[src/rtl/alu16_pkg.sv]
package alu16_pkg;

   localparam int FUNC_BITS = 3;

   typedef enum logic [FUNC_BITS-1:0] {
      FN_ADD  = 3'b000,
      FN_SUB  = 3'b001,
      FN_AND  = 3'b010,
      FN_XOR  = 3'b011,
      FN_SHL  = 3'b100,
      FN_SHR  = 3'b101,
      FN_PASS = 3'b110,
      FN_NONE = 3'b111
   } alu_func_e;

endpackage

[src/rtl/alu16_addsub.sv]
module alu16_addsub #(
   parameter int WIDTH        = 16,
   parameter bit SHARED_ADDER = 1'b1
) (
   input  logic [WIDTH-1:0] a_i,
   input  logic [WIDTH-1:0] b_i,
   input  logic             sub_i,
   output logic [WIDTH-1:0] sum_o
);

   if (WIDTH < 2) begin : g_bad_width
      $error("alu16_addsub: WIDTH must be at least 2");
   end

   if (SHARED_ADDER) begin : g_shared
      // one carry chain; subtraction via inverted B plus carry-in
      logic [WIDTH-1:0] b_eff;
      logic [WIDTH-1:0] cin_vec;
      always_comb begin
         b_eff   = sub_i ? ~b_i : b_i;
         cin_vec = '0;
         cin_vec[0] = sub_i;
         sum_o   = a_i + b_eff + cin_vec;
      end
   end else begin : g_split
      // two independent chains, selected afterwards
      logic [WIDTH-1:0] plus_r;
      logic [WIDTH-1:0] minus_r;
      always_comb begin
         plus_r  = a_i + b_i;
         minus_r = a_i - b_i;
         sum_o   = sub_i ? minus_r : plus_r;
      end
   end

endmodule

[src/rtl/alu16_bitwise.sv]
module alu16_bitwise #(
   parameter int WIDTH = 16
) (
   input  logic [WIDTH-1:0] a_i,
   input  logic [WIDTH-1:0] b_i,
   output logic [WIDTH-1:0] and_o,
   output logic [WIDTH-1:0] xor_o
);

   for (genvar i = 0; i < WIDTH; i++) begin : g_bit
      assign and_o[i] = a_i[i] & b_i[i];
      assign xor_o[i] = a_i[i] ^ b_i[i];
   end

endmodule

[src/rtl/alu16_shift.sv]
module alu16_shift #(
   parameter int WIDTH        = 16,
   parameter bit BARREL_SHIFT = 1'b1
) (
   input  logic [WIDTH-1:0] a_i,
   input  logic [WIDTH-1:0] amt_i,
   output logic [WIDTH-1:0] shl_o,
   output logic [WIDTH-1:0] shr_o
);

   localparam int SH_BITS = $clog2(WIDTH);
   localparam logic [WIDTH-1:0] LIMIT = WIDTH'(WIDTH);

   if (WIDTH < 2 || WIDTH > 32) begin : g_bad_width
      $error("alu16_shift: WIDTH must lie in 2..32");
   end

   // amounts of WIDTH or more empty the word in both directions
   logic over_range;
   assign over_range = (amt_i >= LIMIT);

   logic [SH_BITS-1:0] amt_lo;
   assign amt_lo = amt_i[SH_BITS-1:0];

   if (BARREL_SHIFT) begin : g_barrel
      logic [WIDTH-1:0] lstg [0:SH_BITS];
      logic [WIDTH-1:0] rstg [0:SH_BITS];
      assign lstg[0] = a_i;
      assign rstg[0] = a_i;
      for (genvar k = 0; k < SH_BITS; k++) begin : g_stage
         assign lstg[k+1] = amt_lo[k] ? (lstg[k] << (1 << k)) : lstg[k];
         assign rstg[k+1] = amt_lo[k] ? (rstg[k] >> (1 << k)) : rstg[k];
      end
      assign shl_o = over_range ? '0 : lstg[SH_BITS];
      assign shr_o = over_range ? '0 : rstg[SH_BITS];
   end else begin : g_operator
      assign shl_o = over_range ? '0 : (a_i << amt_lo);
      assign shr_o = over_range ? '0 : (a_i >> amt_lo);
   end

endmodule

[src/rtl/alu16.sv]
module alu16
   import alu16_pkg::*;
#(
   parameter int WIDTH        = 16,
   parameter bit SHARED_ADDER = 1'b1,
   parameter bit BARREL_SHIFT = 1'b1
) (
   input  logic [WIDTH-1:0]     opa_i,
   input  logic [WIDTH-1:0]     opb_i,
   input  logic [FUNC_BITS-1:0] func_i,
   output logic [WIDTH-1:0]     res_o
);

   if (WIDTH < 2 || WIDTH > 32) begin : g_bad_width
      $error("alu16: WIDTH must lie in 2..32");
   end

   logic [WIDTH-1:0] arith_r;
   logic [WIDTH-1:0] and_r;
   logic [WIDTH-1:0] xor_r;
   logic [WIDTH-1:0] shl_r;
   logic [WIDTH-1:0] shr_r;
   logic             is_sub;

   assign is_sub = (func_i == FN_SUB);

   alu16_addsub #(
      .WIDTH        (WIDTH),
      .SHARED_ADDER (SHARED_ADDER)
   ) u_addsub (
      .a_i   (opa_i),
      .b_i   (opb_i),
      .sub_i (is_sub),
      .sum_o (arith_r)
   );

   alu16_bitwise #(
      .WIDTH (WIDTH)
   ) u_bitwise (
      .a_i   (opa_i),
      .b_i   (opb_i),
      .and_o (and_r),
      .xor_o (xor_r)
   );

   alu16_shift #(
      .WIDTH        (WIDTH),
      .BARREL_SHIFT (BARREL_SHIFT)
   ) u_shift (
      .a_i   (opa_i),
      .amt_i (opb_i),
      .shl_o (shl_r),
      .shr_o (shr_r)
   );

   // final result select
   always_comb begin
      unique case (alu_func_e'(func_i))
         FN_ADD,
         FN_SUB:  res_o = arith_r;
         FN_AND:  res_o = and_r;
         FN_XOR:  res_o = xor_r;
         FN_SHL:  res_o = shl_r;
         FN_SHR:  res_o = shr_r;
         FN_PASS: res_o = opb_i;
         default: res_o = '0;
      endcase
   end

endmodule

[config.mk]
export PLATFORM = sky130hd
export DESIGN_NAME = alu16
export DESIGN_NICKNAME = d
export VERILOG_FILES = /design/src/rtl/alu16_pkg.sv /design/src/rtl/alu16_addsub.sv /design/src/rtl/alu16_bitwise.sv /design/src/rtl/alu16_shift.sv /design/src/rtl/alu16.sv
export SDC_FILE = /design/constraint.sdc
export NUM_CORES = 1
export LEC_CHECK = 0
export BUFFER_PORTS_ARGS = -buffer_cell sky130_fd_sc_hd__buf_2
export CORE_MARGIN = 2
export CORE_UTILIZATION = 45
export DETAILED_ROUTE_END_ITERATION = 7
export PLACE_DENSITY_LB_ADDON = 0.15
export SLEW_MARGIN = 15
export SYNTH_ARGS = -nofsm -noshare
export SYNTH_HDL_FRONTEND = slang
export SYNTH_SLANG_ARGS = --single-unit
[constraint.sdc]
create_clock -name vclk -period 4.8
set_input_delay 0.72 -clock vclk [all_inputs]
set_output_delay 0.72 -clock vclk [all_outputs]
set_load 0.03 [all_outputs]
==> flow_summary.toml <==
[sta]
finalCritPeriodShare_pct = 87.69
hold_violations = 0
finalSetupTns_ps = 0
period_needed_ps = 4209
rsz0062_at_grt = "no"
tightest_slew_ps = 598.8
final_max_slew_viol_count = 0
fmax_mhz = 237.6
relSlewSlack_pct = 60.08
setup_viol_count_final = 0

[die]
die_x_um = 88.57
core-area_sq_um = 6869
core.rowCount = 30
start_util_pct = 46.85
chipHeight_um = 88.57
die_area_sq_um = 7844
io_pins = 51

[cells_and_area]
syn2layout_area_growth_pct = 9.253
regArea_sq_um = 0
antenna_cells = 0
layout.nets = 495
final_common_cell = "buf_2"
drive_gt1_share_pct = 23.11
mostFrequentLayoutCells = "51 x buf_2, 40 x mux2i_1, 33 x ha_1, 29 x nand2_1, 28 x o21ai_0"
n_sequential_cell = 0
nClkBuffers = 0

[placement]
portBuffers = 51
dp_hpwl_um = 7959
gp_congestion = 0.9355

[synthesis]
synth_top_family_by_area = "multiplexers"
synth.area.top_cells = "mux4_2 15%, ha_1 13%, mux2i_1 12%"
yosys.area_share.xor_xnor_pct = 7.621
synthAdderAreaFrac_pct = 13.45
yosysTopAreaCellShare_pct = 14.70
synth_warnings = 0
yosysTopAreaCell = "mux4_2"
synth-simple-area-share_pct = 18.16
syn_area_per_cell_sq_um = 8.209
synthesis.instances = 392
syn_nets = 461
synth_compound_area_share_pct = 26.09
synth.distinct_cells = 64
synth.mux.area_fraction_pct = 29.47
synth_area_sq_um = 3218
synth-seq-area-share_pct = 0

[power_and_ir_drop]
power_density_nw_per_um2 = 131.6
vdd_drop_max_mv = 0.09293
p_leak_uw = 0.001503
p_sw_share_pct = 58.95
p_int_uw = 189.9
pwr-share-clk_pct = 0
finalPower_uw = 462.6
power.combinational.fraction_pct = 100.0
power_frac_seq_pct = 0
switching_power_uw = 272.7

[clocking]
cts_setup_buffers = 0
cts_hold_buf = 0
ctsResizeCount = 0

[global_routing]
grt_max_degree = 48
antenna_found_initial = 0
grt_pass1_vias = 3122
grt_pass1_wl_um = 16420
grt_overflow = 0
grt.total_usage_pct = 26.50

[drt]
first_iter_violations = 303
drtPass1Iterations = 4
avgViaCountPerCell = 6.323
drcViolationCount = 0
routedWlPerCell_um = 19.44
final_antenna_net_count = 0
wl_um = 10110
vias = 3288

[worst_setup_path]
crit_path_max_fanout = 14
cpPeakStageDelay_ps = 400
path_cells = "buf_2, nor3b_2, buf_4, xor2_1, ha_1, a211oi_1, o21ai_0, o311ai_2, a31oi_1, xor2_1, a221o_1, buf_2"
worstSetupStartpoint = "func_i[2]"
crit_end = "res_o[14]"
crit_type = "primary input to primary output"
endpoint_kind = "primary output"
crit_slowest_cell = "o311ai_2"
crit_required_ps = 4080
cp.arrival_ps = 3490
start_kind = "primary input"

[flow_run]
drv_cap = 0

[min_path]
hold_path.class = "primary input to primary output"

[outcome]
status = "finished, final reports clean"
## final cells by class
| class | count | area (sq um) |
|---|---|---|
| multi-input combinational | 358 | 3050 |
| tap | 96 | 120.1 |
| fill | 698 | 3353 |
| inverter | 6 | 22.52 |
| timing repair buffer | 60 | 322.8 |
## worst min path at each step
stage	cells after the start	start	slack (ps)	endpoint
floorplan	4	opb_i[6]	1810	res_o[6]
global placement	6	opb_i[12]	2030	res_o[12]
detailed placement	6	opb_i[10]	2050	res_o[10]
CTS	6	opb_i[12]	2050	res_o[12]
global route	6	opb_i[10]	2100	res_o[10]
finish	6	opb_i[12]	2040	res_o[12]
## through the flow
stage	hold WS, ps	utilization [%]	setup WS (ps)	area (sq um)	std cells
final	2043	51.18	590.9	3516	520
after global routing	2105	51.18	331.7	3516	520
after CTS	2048	51.18	579.0	3516	520
after detailed placement	2047	51.18	583.5	3516	520
after global placement	2031	51.18	655.2	3516	520
after floorplan	1811	-	556.5	3218	392
## layer usage
layer  vias up  share of wire (%)  global-route usage, %
met5         -                  0                      0
met4         0               0.86                  2.204
met3         9                5.3                  1.026
met2        95                 50                  46.68
met1      1575                 44                  37.63
li1       1609                  -                      -
## synthesized netlist by cell type, types with 5 or more instances
cell type	instances
mux4_2	21
nor2b_1	7
o221ai_1	7
ha_1	33
nor2_1	26
mux2i_1	40
o21ai_0	28
nand2b_1	6
a21o_1	7
nand3_1	5
nand2_1	29
xor2_1	18
clkbuf_1	9
nor3_1	10
xnor2_1	10
inv_1	5
a31oi_1	6
a21oi_1	23
o22ai_1	5
a211oi_1	7
buf_2	11
## cells by family (layout without fill, tap and decap cells)
family,Yosys count,in the layout
compound gates,120,120
xor+xnor,28,28
fa+ha+maj,34,34
buf+inv,34,66
mux,65,65
simple gates,111,111
## power groups by stage
stage          Clock [uW]  Combinational [uW]  Sequential, uW
3_3_place_gp            0                 456               0
5_1_grt                 0                 505               0
6_report                0                 463               0
3_5_place_dp            0                 460               0
4_1_cts                 0                 462               0
2_1_floorplan           0                 338               0
## worst max-delay path, delay by kind of cell
| kind | cells | cell delay (ps) |
|---|---|---|
| and+or+nand+nor | 1 | 220 |
| AOI/OAI and AO/OA | 5 | 1320 |
| buffers and inverters | 3 | 580 |
| xor gates and xnor gates | 2 | 360 |
| adders and majority gates | 1 | 290 |
Note: power is estimated with default switching activity, not from simulation.
